--- config.mk ---
export PLATFORM = sky130hd
export DESIGN_NAME = axi_burst_addr_gen
export DESIGN_NICKNAME = d
export VERILOG_FILES = /design/src/rtl/axbg_pkg.sv /design/src/rtl/axbg_legality_check.sv /design/src/rtl/axbg_geometry.sv /design/src/rtl/axbg_addr_step.sv /design/src/rtl/axbg_beat_ctrl.sv /design/src/rtl/axi_burst_addr_gen.sv
export SDC_FILE = /design/constraint.sdc
export NUM_CORES = 1
export LEC_CHECK = 0
export ABC_AREA = 1
export BUFFER_PORTS_ARGS = -buffer_cell sky130_fd_sc_hd__clkbuf_2
export CORE_UTILIZATION = 50
export DETAILED_ROUTE_END_ITERATION = 10
export PLACE_DENSITY_LB_ADDON = 0.2
export SYNTH_ARGS = -nofsm -noshare
export SYNTH_HDL_FRONTEND = slang
export SYNTH_SLANG_ARGS = --single-unit
--- constraint.sdc ---
create_clock -name clk -period 7.16 [get_ports clk]
set_clock_uncertainty 0.1 [all_clocks]
set_input_delay 0.716 -clock clk [delete_from_list [all_inputs] [get_ports clk]]
set_output_delay 0.716 -clock clk [all_outputs]
set_load 0.05 [all_outputs]
--- src/rtl/axbg_pkg.sv ---
package axbg_pkg;

    localparam int LEN_W  = 8;
    localparam int SIZE_W = 3;
    // widest total byte count: 256 beats of 128 bytes
    localparam int TOT_W  = LEN_W + 1 + (1 << SIZE_W) - 1;

    typedef enum logic [1:0] {
        BURST_FIXED = 2'b00,
        BURST_INCR  = 2'b01,
        BURST_WRAP  = 2'b10,
        BURST_RSVD  = 2'b11
    } burst_kind_e;

    typedef struct packed {
        burst_kind_e             kind;
        logic [LEN_W-1:0]        len;
        logic [SIZE_W-1:0]       size;
    } burst_shape_t;

    typedef enum logic {
        GEN_IDLE  = 1'b0,
        GEN_BURST = 1'b1
    } gen_state_e;

    function automatic logic wrap_len_ok(input logic [LEN_W-1:0] len);
        return (len == 8'd1) || (len == 8'd3) || (len == 8'd7) || (len == 8'd15);
    endfunction

    function automatic logic [TOT_W-1:0] total_bytes(input logic [LEN_W-1:0] len,
                                                     input logic [SIZE_W-1:0] size);
        logic [TOT_W-1:0] beats;
        beats = TOT_W'(len) + TOT_W'(1);
        return beats << size;
    endfunction

endpackage

--- src/rtl/axbg_legality_check.sv ---
module axbg_legality_check
    import axbg_pkg::*;
#(
    parameter int ADDR_W    = 32,
    parameter int MAX_SIZE  = 5,
    parameter int PAGE_LOG2 = 12
) (
    input  logic [ADDR_W-1:0] start_addr,
    input  burst_shape_t      shape,
    output logic              violation
);
    localparam int AW1 = ADDR_W + 1;
    localparam logic [ADDR_W-1:0] ONE_A = {{(ADDR_W-1){1'b0}}, 1'b1};
    localparam logic [AW1-1:0]    ONE_E = {{ADDR_W{1'b0}}, 1'b1};

    logic [ADDR_W-1:0] size_mask;
    logic [ADDR_W-1:0] aligned;
    logic [AW1-1:0]    last_byte;
    logic              page_bad;
    logic              wrap_bad;
    logic              size_bad;
    logic              kind_bad;

    always_comb begin
        size_mask = (ONE_A << shape.size) - ONE_A;
        aligned   = start_addr & ~size_mask;
        last_byte = {1'b0, aligned} + AW1'(total_bytes(shape.len, shape.size)) - ONE_E;
        page_bad  = (shape.kind == BURST_INCR) &&
                    (last_byte[AW1-1:PAGE_LOG2] != {1'b0, aligned[ADDR_W-1:PAGE_LOG2]});
        wrap_bad  = (shape.kind == BURST_WRAP) &&
                    (!wrap_len_ok(shape.len) || ((start_addr & size_mask) != '0));
        kind_bad  = (shape.kind == BURST_RSVD);
    end

    generate
        if (MAX_SIZE >= (1 << SIZE_W) - 1) begin : g_size_any
            assign size_bad = 1'b0;
        end else begin : g_size_cap
            assign size_bad = (shape.size > SIZE_W'(MAX_SIZE));
        end
    endgenerate

    assign violation = page_bad | wrap_bad | size_bad | kind_bad;

endmodule

--- src/rtl/axbg_geometry.sv ---
module axbg_geometry
    import axbg_pkg::*;
#(
    parameter int ADDR_W = 32
) (
    input  logic [ADDR_W-1:0] start_addr,
    input  burst_shape_t      shape,
    output logic [ADDR_W-1:0] size_mask,
    output logic [ADDR_W-1:0] beat_bytes,
    output logic [ADDR_W-1:0] wrap_mask,
    output logic [ADDR_W-1:0] wrap_base
);
    localparam logic [ADDR_W-1:0] ONE_A = {{(ADDR_W-1){1'b0}}, 1'b1};

    logic [ADDR_W-1:0] total;

    always_comb begin
        beat_bytes = ONE_A << shape.size;
        size_mask  = beat_bytes - ONE_A;
        total      = ADDR_W'(total_bytes(shape.len, shape.size));
        wrap_mask  = total - ONE_A;
        wrap_base  = start_addr & ~wrap_mask;
    end

endmodule

--- src/rtl/axbg_addr_step.sv ---
module axbg_addr_step
    import axbg_pkg::*;
#(
    parameter int ADDR_W = 32
) (
    input  burst_kind_e       kind,
    input  logic [ADDR_W-1:0] cur_addr,
    input  logic [ADDR_W-1:0] size_mask,
    input  logic [ADDR_W-1:0] beat_bytes,
    input  logic [ADDR_W-1:0] wrap_mask,
    input  logic [ADDR_W-1:0] wrap_base,
    output logic [ADDR_W-1:0] next_addr
);
    logic [ADDR_W-1:0] bumped;

    always_comb begin
        bumped = (cur_addr & ~size_mask) + beat_bytes;
        unique case (kind)
            BURST_INCR: next_addr = bumped;
            BURST_WRAP: next_addr = wrap_base | (bumped & wrap_mask);
            default:    next_addr = cur_addr;
        endcase
    end

endmodule

--- src/rtl/axbg_beat_ctrl.sv ---
module axbg_beat_ctrl
    import axbg_pkg::*;
(
    input  logic             clk,
    input  logic             rst,
    input  logic             req_valid,
    input  logic [LEN_W-1:0] req_len,
    input  logic             beat_ready,
    output logic             req_ready,
    output logic             beat_valid,
    output logic             load,
    output logic             advance,
    output logic             last
);
    gen_state_e       state_q;
    logic [LEN_W-1:0] left_q;

    assign req_ready  = (state_q == GEN_IDLE);
    assign beat_valid = (state_q == GEN_BURST);
    assign last       = beat_valid && (left_q == '0);
    assign load       = req_ready && req_valid;
    assign advance    = beat_valid && beat_ready;

    always_ff @(posedge clk) begin
        if (rst) begin
            state_q <= GEN_IDLE;
            left_q  <= '0;
        end else begin
            unique case (state_q)
                GEN_IDLE: begin
                    if (load) begin
                        state_q <= GEN_BURST;
                        left_q  <= req_len;
                    end
                end
                GEN_BURST: begin
                    if (advance) begin
                        if (left_q == '0) begin
                            state_q <= GEN_IDLE;
                        end else begin
                            left_q <= left_q - LEN_W'(1);
                        end
                    end
                end
                default: state_q <= GEN_IDLE;
            endcase
        end
    end

endmodule

--- src/rtl/axi_burst_addr_gen.sv ---
module axi_burst_addr_gen
    import axbg_pkg::*;
#(
    parameter int ADDR_W    = 32,
    parameter int MAX_SIZE  = 5,
    parameter int PAGE_LOG2 = 12
) (
    input  logic              clk,
    input  logic              rst,
    input  logic              req_valid,
    output logic              req_ready,
    input  logic [ADDR_W-1:0] req_addr,
    input  logic [7:0]        req_len,
    input  logic [2:0]        req_size,
    input  logic [1:0]        req_burst,
    output logic              beat_valid,
    input  logic              beat_ready,
    output logic [ADDR_W-1:0] beat_addr,
    output logic              beat_last,
    output logic              beat_err
);
    burst_shape_t      shape_in;
    logic              viol_in;
    logic [ADDR_W-1:0] smask_in, bytes_in, wmask_in, wbase_in;

    burst_kind_e       kind_q;
    logic [ADDR_W-1:0] cur_q, smask_q, bytes_q, wmask_q, wbase_q;
    logic              err_q;
    logic [ADDR_W-1:0] next_addr;
    logic              load, advance;

    assign shape_in.kind = burst_kind_e'(req_burst);
    assign shape_in.len  = req_len;
    assign shape_in.size = req_size;

    axbg_legality_check #(
        .ADDR_W(ADDR_W), .MAX_SIZE(MAX_SIZE), .PAGE_LOG2(PAGE_LOG2)
    ) legal_i (
        .start_addr(req_addr),
        .shape     (shape_in),
        .violation (viol_in)
    );

    axbg_geometry #(.ADDR_W(ADDR_W)) geom_i (
        .start_addr(req_addr),
        .shape     (shape_in),
        .size_mask (smask_in),
        .beat_bytes(bytes_in),
        .wrap_mask (wmask_in),
        .wrap_base (wbase_in)
    );

    axbg_beat_ctrl ctrl_i (
        .clk       (clk),
        .rst       (rst),
        .req_valid (req_valid),
        .req_len   (req_len),
        .beat_ready(beat_ready),
        .req_ready (req_ready),
        .beat_valid(beat_valid),
        .load      (load),
        .advance   (advance),
        .last      (beat_last)
    );

    axbg_addr_step #(.ADDR_W(ADDR_W)) step_i (
        .kind      (kind_q),
        .cur_addr  (cur_q),
        .size_mask (smask_q),
        .beat_bytes(bytes_q),
        .wrap_mask (wmask_q),
        .wrap_base (wbase_q),
        .next_addr (next_addr)
    );

    always_ff @(posedge clk) begin
        if (rst) begin
            kind_q  <= BURST_FIXED;
            cur_q   <= '0;
            smask_q <= '0;
            bytes_q <= '0;
            wmask_q <= '0;
            wbase_q <= '0;
            err_q   <= 1'b0;
        end else if (load) begin
            kind_q  <= shape_in.kind;
            cur_q   <= req_addr;
            smask_q <= smask_in;
            bytes_q <= bytes_in;
            wmask_q <= wmask_in;
            wbase_q <= wbase_in;
            err_q   <= viol_in;
        end else if (advance) begin
            cur_q   <= next_addr;
        end
    end

    assign beat_addr = cur_q;
    assign beat_err  = err_q;

endmodule

* After elaboration in Yosys (flattened, before gate mapping)
Cells that the tools add are included.
** Storage, ports and cells
- Bits in registers :: 172
- Bits of input ports :: 49
** Cells by class
- Muxes and demuxes :: 11
- Magnitude comparators :: 1
- Reduce and logical (&&, ||, !) cells :: 16
- Bitwise gates (word level) :: 13
- Add/sub/neg operators :: 7
- Eq/ne operators :: 13
- Shift-type cells :: 2
** Operators by type and width (number)
- AND 32 bit :: 5
- inverter 32 bit :: 3
- 2-to-1 mux 32 bit :: 2
- case mux 32 bit (2 select lines) :: 1
- adder 32 x 16 -> 33 bit :: 1
- subtractor 33 x 1 -> 33 bit, second input constant :: 1
- adder 32 bit :: 1
- OR 32 bit :: 1
- nonzero test 32 bit :: 1
- << shifter 1 x 3 -> 32 bit, first input constant :: 1
- subtractor 32 x 1 -> 32 bit, second input constant :: 1
- 2-to-1 mux 8 bit :: 3
- != test 21 x 20 -> 1 bit :: 1
- subtractor 16 x 1 -> 17 bit, second input constant :: 1
- case mux 8 bit (2 select lines) :: 1
- << shifter 16 x 3 -> 16 bit :: 1
- adder 8 x 1 -> 9 bit, second input constant :: 1
- equality test 8 x 1 -> 1 bit, second input constant :: 1
- equality test 8 x 2 -> 1 bit, second input constant :: 1
- equality test 8 x 3 -> 1 bit, second input constant :: 1
- equality test 8 x 4 -> 1 bit, second input constant :: 1
- logical NOT 8 bit :: 1
- subtractor 8 x 1 -> 8 bit, second input constant :: 1
- equality test 2 bit, second input constant :: 3
- 14 further kinds :: 28

* Logic depth before layout (Yosys ltp)
Gate-level depths: netlist (run 1).
- Depth after elaboration :: 11
- Depth in mapped cells :: 32
- Depth with buffers taken out :: 32

* By module
From an unflattened synthesis (run 1), not the netlist that was laid out.
** Unflattened totals
- Cells, all modules :: 2614
- Area total of the unflattened synthesis :: 15755.1 um2
** Modules (own cells, without submodules)
- axi_burst_addr_gen :: instances 1, area an instance 6055.8 um2, cells an instance 810
- axbg_addr_step :: instances 1, area an instance 3557.2 um2, cells an instance 698
- axbg_legality_check :: instances 1, area an instance 3288.2 um2, cells an instance 620
- axbg_geometry :: instances 1, area an instance 2217.1 um2, cells an instance 386
- axbg_beat_ctrl :: instances 1, area an instance 636.9 um2, cells an instance 100

* Worst setup path before layout (run 1)
No wires, ideal clock.
- Kind :: in2reg
- Start point :: in req_len[0]
- End point :: reg err_q, in the netlist beat_err
- Setup slack :: 3.486 ns
- Stages :: 30
- Arrival time :: 3.454 ns
- Library setup time :: 0.120 ns
- Required time :: 6.940 ns
- Buffers on the path :: 0
- Cells stage by stage :: ha_1 > nand3_2 > nor2_4 > nand4_1 > inv_1 > nand2_1 > nand2_2 > nand2_2 > nand2_2 > nand2_2 > ha_1 > inv_1 > ha_1 > nand2_1 > nor2_1 > inv_1 > nor2_1 > nand2_1 > nand2_1 > nand2_1 > nand2_1 > nand2_1 > nand2_1 > inv_1 > nor2_1 > nand2_1 > nor2_1 > nand3_1 > nand2_1 > a21oi_1
** On the way
- Word-level cells in the longest chain between the ends :: 10
- Elaborated cells on any way between the ends :: 19
- Those cells by class :: 3 x add/sub; 5 x eq/ne; 1 x shift; 3 x bitwise; 7 x reduce/logical
** RTL lines
- start, declared :: line axi_burst_addr_gen.sv:13 : input logic [7:0] req_len,
- parallel branches: the longest is 7 deep, another holds adder 32 x 16 -> 33 bit
- OR 1 bit * (3 in a row) :: line axbg_legality_check.sv:43 : assign violation = page_bad | wrap_bad | size_bad | kind_bad;
- end signal, assigned :: line axi_burst_addr_gen.sv:92 : err_q <= viol_in;
- end, declared :: line axi_burst_addr_gen.sv:28 : logic err_q;
Every way passes the cells marked *.
A chain may end at the register's enable or synchronous reset.

* Final worst setup path (run 1)
- Start point :: in req_size[0]
- End point :: reg err_q, in the netlist beat_err
** On the way
- Word-level cells in the longest chain between the ends :: 11
- Elaborated cells on any way between the ends :: 17
- Those cells by class :: 3 x add/sub; 1 x order compare; 1 x eq/ne; 2 x shift; 6 x bitwise; 4 x reduce/logical
** RTL lines
- start, declared :: line axi_burst_addr_gen.sv:14 : input logic [2:0] req_size,
- << shifter 1 x 3 -> 32 bit *
- subtractor 32 x 1 -> 32 bit *
- net geom_i.size_mask[15] :: line axbg_geometry.sv:8 : output logic [ADDR_W-1:0] size_mask,
- inverter 32 bit :: line axbg_legality_check.sv:26 : aligned = start_addr & ~size_mask;
- AND 32 bit :: line axbg_legality_check.sv:26
- adder 32 x 16 -> 33 bit :: line axbg_legality_check.sv:27 : last_byte = {1'b0, aligned} + AW1'(total_bytes(shape.len, shape.size)) - ONE_E;
- subtractor 33 x 1 -> 33 bit :: line axbg_legality_check.sv:27
- != test 21 x 20 -> 1 bit :: line axbg_legality_check.sv:29 : (last_byte[AW1-1:PAGE_LOG2] != {1'b0, aligned[ADDR_W-1:PAGE_LOG2]});
- logical AND 1 bit :: line axbg_legality_check.sv:28 : page_bad = (shape.kind == BURST_INCR) &&
- OR 1 bit * (3 in a row) :: line axbg_legality_check.sv:43
The timed path passes the listed nets; every way through them passes the cells marked *.

==> impl_metrics.tcl, run 1 <==
set metrics [dict create \
    setup_viol_count_final 0 \
    synth_edf_count 0 \
    synthArstFlopShare 0 \
    synth_cell_types 56 \
    drtIter0Drc 827 \
    synthCells 1685 \
    cp_data_required_time_ns 7.36 \
    totalWireLength_um 33470 \
    dr.pass1.iters 5 \
    hp-class "reg -> reg" \
    grt_use_total 0.3251 \
    fin_area_sq_mm 0.01133 \
    synth_nets 1792 \
    cts-buffers-inserted 17 \
    grt_start_max_net_pins 94 \
    ys_warn_count 0 \
    p_total_mw 2.410 \
    tightestPinTransition_ns 0.9228 \
    port_buffers 84 \
    syn_to_final_growth_pct 11.08 \
    setup.worst_path.end_class "flip-flop" \
    rsz0062_at_grt "no" \
    rows 51 \
    critPathSlowestCell "inv_1" \
    routedWlPerCell_um 16.69 \
    grt_pass1_vias 10230 \
    hold_viol 0 \
    vias 11300 \
    synth_top_area_frac 0.2276 \
    synth_top_family_by_area "simple AND/OR/NAND/NOR gates" \
    cts_tree "built" \
    final_max_slew_viol_count 0 \
    crit_type "in -> reg" \
    die_w_um 144.8 \
    synthMuxAreaShare 0 \
    ant_nets 0 \
    synth_flop_cell "dfxtp_1" \
    fin_nets 1834 \
    clkTransAtPathRegs_ns 0.06 \
    synth_common_cells "nand2_1, inv_1, nor2_1, nand3_1, dfxtp_1" \
    grt_overflow 0 \
    crit_family "simple AND/OR/NAND/NOR gates" \
    status "completed" \
    period_share 0.5970 \
    synthMostInstantiatedCell "nand2_1" \
    coreArea_sq_mm 0.01972 \
    antenna_found_initial 0 \
    cp.arrival_ns 4.47 \
    final_layout_size_suffix_gt1_frac 0.1201 \
    ctsResizeCount 0 \
    p_per_area_mw_per_mm2 212.7 \
    cp_max_fo 17 \
    drv_cap 0 \
    num_io_pins 85 \
    dp_hpwl_um 26010 \
    initial_core_util 0.5174 \
    synth-adder-area-share 0.07188 \
    htreeDepth 4 \
    route.detailed.drc 0 \
    start_kind "input pin" \
    yosys.area_share.simple 0.3715 \
    cts_setup_buffers 0 \
    cts.sinks 116 \
    fmax_ghz 0.2340 \
    viasPerCell 5.634 \
    placed_area_sq_mm 0.01073 \
    synth_top_area_cell "dfxtp_1" \
    cts_hold_buf 0 \
    cp_num_buf_inv 7 \
    synth_seq_cells 116 \
    synthTopCellsByArea "dfxtp_1, nand2_1, inv_1" \
    synth_compound_area_frac 0.1770 \
    ys_seq_area_frac 0.2276 \
    worst_slew_margin_rel 0.3848 \
    root_buffer "clkbuf_16" \
    mappedNetlistArea_sq_mm 0.01020 \
    grt_pass1_wl_um 52010 \
    tns_ns 0 \
    nFillCells 2011 \
    clk_path_buf_depth 2 \
    ir_drop_v 0.0001952 \
    fin_util 0.5747 \
    die_area_sq_mm 0.02098 \
    avgSynthCellArea_sq_um 6.054 \
    max_stage_delay_ns 0.34 \
    clock_latency_ns 0.43 \
    period_minus_slack_ns 4.274 \
    antennaDiodeCount 0 \
    dieHeight_um 144.8 \
    leakagePower_nw 5.564 \
    gp_congestion 0.9525 \
    synth-xor-area-share 0.02833 \
]
-- sequential cells by signal, summed over array words and instances, names as in the netlist, 2 cells and up --
name	cells
bytes_q	8
smask_q	15
beat_addr	32
wbase_q	32
ctrl_i.left_q	8
wmask_q	17
kind_q	2
-- worst paths after layout --
check / slack (ns) / startpoint / to / cells past startpoint
setup / recovery: 2.89 / req_size[0] / beat_err / 25
setup reg to reg: 4.12 / beat_addr[0] / beat_addr[16] / 15
hold / removal: 0.37 / wbase_q[11] / wbase_q[11] / 2
hold reg to reg: 0.37 / wbase_q[11] / wbase_q[11] / 2
-- through the flow --
stage	std cells	setup WS, ns	hold WS, ns
6_report	2005	2.886	0.3667
5_1_grt	2005	2.484	0.3877
4_1_cts	2005	2.962	0.3683
3_5_place_dp	1973	2.532	0.3595
3_3_place_gp	1973	2.552	0.3532
2_1_floorplan	1685	3.486	0.3453
-- tightest hold or removal path, cell delays in order (launching register included) --
cell     delay [ns]
dfxtp_1        0.31
nand2_1        0.06
a21oi_1        0.05
-- cell families after synthesis --
group / Yosys count
AOI/OAI and AO/OA: 308
adders and majority gates: 58
xor gates and xnor gates: 33
buffers and inverters: 327
and+or+nand+nor: 843
DFF: 116
-- cell usage in the layout, fill, tap and decap left out, drive strengths merged --
cell type,instances
buf,7
a32oi,2
o22ai,12
or2,7
nand4,30
nand2,458
clkinvlp,1
nand3,132
o221a,1
clkinv,12
a31oi,43
a211oi,6
and2,1
nand3b,7
a221oi,2
o21ai,90
o31ai,1
xor2,19
bufinv,2
a21o,4
o211ai,16
nor3,22
o2111ai,3
ha,57
a22oi,1
dfxtp,116
o21a,1
o21bai,7
fa,1
a41oi,3
a21oi,116
clkbuf,101
nor2,175
inv,259
nor4,11
xnor2,14
-- routing by layer --
metal	up-vias	track usage	part of all wire
li1	5604	-	-
met3	77	0.04705	0.061
met4	0	0.1302	0.034
met5	-	0	0
met2	388	0.5501	0.46
met1	5227	0.4132	0.44
-- power by group --
part	internal [mW]	switching, mW
clock	0.522	0.358
combinational	0.241	0.559
sequential	0.695	0.0347
total	1.46	0.953
-- area by class of cell --
| type | instances | area, sq um | area share |
|---|---|---|---|
| clock inverter | 15 | 173.9 | 0.01535 |
| inverter | 259 | 979.7 | 0.08646 |
| multi-input combinational | 1242 | 6625 | 0.5847 |
| sequential | 116 | 2322 | 0.2049 |
| clock buffer | 17 | 425.4 | 0.03754 |
| tap | 265 | 331.6 | 0.02926 |
| timing repair buffer | 91 | 473.0 | 0.04174 |
No activity file was read; power rests on OpenSTA's default activity.
==> inputs of run 2 (changes only) <==
Clock period 7.16 ns to 3.5 ns, I/O delays scaled along.
==> impl_metrics.tcl, run 2 (synthesis gave the netlist of run 1 again) <==
set metrics [dict create \
    cts_tree "built" \
    ff2ff_setup_slack_ns 0.68 \
    combPwrFrac 0.382 \
    htreeDepth 4 \
    start_kind "input pin" \
    final_common_cell "nand2_1" \
    seqPwrFrac 0.285 \
    period_share 0.9360 \
    register_area_sq_mm 0.002322 \
    p_int_mw 3.149 \
    rr_startpoint "beat_addr[2]" \
    reg2reg_to "beat_addr[27]" \
    p_clk_frac 0.333 \
    grt_overflow 0 \
    tns_ns 0 \
    num_io_pins 85 \
    viasPerCell 5.482 \
    final_layout_size_suffix_gt1_frac 0.2255 \
    clkTransAtPathRegs_ns 0.06 \
    setup.worst_path.end_class "flip-flop" \
    final_max_slew_viol_count 0 \
    max_stage_delay_ns 0.29 \
    syn_to_final_growth_pct 23.94 \
    status "completed" \
    p_total_mw 5.229 \
    period_minus_slack_ns 3.276 \
    startpoint "req_len[0]" \
    fmax_ghz 0.3052 \
    cts_hold_buf 0 \
    routedWlPerCell_um 16.17 \
    nFillCells 1853 \
    r2r_cells 15 \
    critPathSlowestCell "ha_4" \
    worst_slew_margin_rel 0.4587 \
    cts-buffers-inserted 17 \
    hp-start "beat_ready" \
    dieHeight_um 144.8 \
    port_buffers 84 \
    cp.arrival_ns 3.47 \
    netSwitchingFraction 0.3978 \
    clk_path_buf_depth 2 \
    totalWireLength_um 34180 \
    multi_input_area_sq_mm 0.007107 \
    root_buffer "clkbuf_16" \
    grt_pass1_wl_um 52980 \
    clock_latency_ns 0.42 \
    hold_path_end "ctrl_i.beat_valid" \
    hold_viol 0 \
    most-common-layout-cells "nand2_1, inv_1, nor2_1, nand3_1, dfxtp_1" \
    grt_start_max_net_pins 74 \
    ant_nets 0 \
    die_w_um 144.8 \
    drv_cap 0 \
    grt_use_total 0.3280 \
    grt_pass1_vias 10390 \
    vias 11590 \
    ir_drop_v 0.0003373 \
    switchingPower_mw 2.080 \
    initial_core_util 0.5174 \
    gp_congestion 0.9403 \
    p_per_area_mw_per_mm2 413.5 \
    drtIter0Drc 912 \
    cp_max_fo 4 \
    crit_type "in -> reg" \
    dr.pass1.iters 5 \
    hp-class "in -> reg" \
    crit_family "simple AND/OR/NAND/NOR gates" \
    rows 51 \
    antenna_found_initial 0 \
    route.detailed.drc 0 \
    cp_num_buf_inv 5 \
    dp_hpwl_um 26570 \
    cp_data_required_time_ns 3.70 \
    leakagePower_nw 6.151 \
    tightestPinTransition_ns 0.8120 \
    cts.sinks 116 \
    antennaDiodeCount 0 \
    setup_viol_count_final 0 \
    fin_nets 1943 \
    worst-path-stages 29 \
    min_path_cells 2 \
    die_area_sq_mm 0.02098 \
    cpMostUsedCell "nand2_1" \
    coreArea_sq_mm 0.01972 \
]
[run 2: power groups by stage]
| stage | Sequential (mW) | Combinational, mW | Clock, mW |
|---|---|---|---|
| 6_report | 1.49 | 1.99 | 1.74 |
| 5_1_grt | 1.50 | 2.19 | 1.82 |
| 4_1_cts | 1.49 | 1.79 | 1.75 |
| 3_5_place_dp | 1.52 | 1.78 | 0 |
| 3_3_place_gp | 1.52 | 1.77 | 0 |
| 2_1_floorplan | 1.63 | 1.08 | 0 |
[run 2: final cells by class]
type	count	share of cell area
clock buffers	17	0.03365
inverters	259	0.07749
repair buffers	200	0.1044
multi-input cells	1242	0.5621
clock inverters	15	0.01247
well taps	265	0.02622
flip-flops and latches	116	0.1837
[run 2: metal layers]
| layer | global-route usage | share of wire | vias to the layer above | wire length [um] |
|---|---|---|---|---|
| li1 | - | - | 5822 | - |
| met3 | 0.04607 | 0.059 | 74 | 2028 |
| met2 | 0.5585 | 0.47 | 379 | 16080 |
| met4 | 0.1219 | 0.033 | 0 | 1143 |
| met1 | 0.4184 | 0.44 | 5315 | 14920 |
| met5 | 0 | 0 | - | 0 |
[run 2: worst register-to-register path: stages, from the launching register on]
cell and delay, ns:
dfxtp_1 0.32, inv_1 0.07, nor2_1 0.05, ha_1 0.34
nand3_1 0.09, nand2_1 0.12, a21oi_1 0.18, o21ai_2 0.30
nand2_1 0.11, a21oi_2 0.36, nand2_1 0.24, inv_1 0.14
nand2_1 0.06, nand2_1 0.06, nand4_1 0.07, a21oi_1 0.13
[run 2: how the worst max path moves through the flow]
| stage | slack (ns) | to |
|---|---|---|
| global placement | -0.32 | beat_err |
| floorplan | 0.19 | beat_err |
| global route | -0.06 | beat_err |
| finish | 0.22 | beat_err |
| detailed placement | -0.39 | beat_err |
| CTS | 0.05 | beat_err |
[run 2: timing repair]
| action | CTS | global route |
|---|---|---|
| setup buffers | 0 | 4 |
| endpoints found under the setup margin | 0 | 1 |
| resized for setup | 0 | 119 |
[run 2: per-stage QoR]
step | std cells | utilization | cell area, sq um | setup WS (ns) | hold slack (ns)
2_1_floorplan | 1685 | - | 10200 | 0.1916 | 0.3453
3_3_place_gp | 2078 | 0.5855 | 11540 | -0.3157 | 0.3527
3_5_place_dp | 2078 | 0.5855 | 11540 | -0.3879 | 0.3590
4_1_cts | 2110 | 0.6151 | 12130 | 0.04717 | 0.03423
5_1_grt | 2114 | 0.6412 | 12640 | -0.06305 | 0.06874
6_report | 2114 | 0.6412 | 12640 | 0.2238 | 0.04314
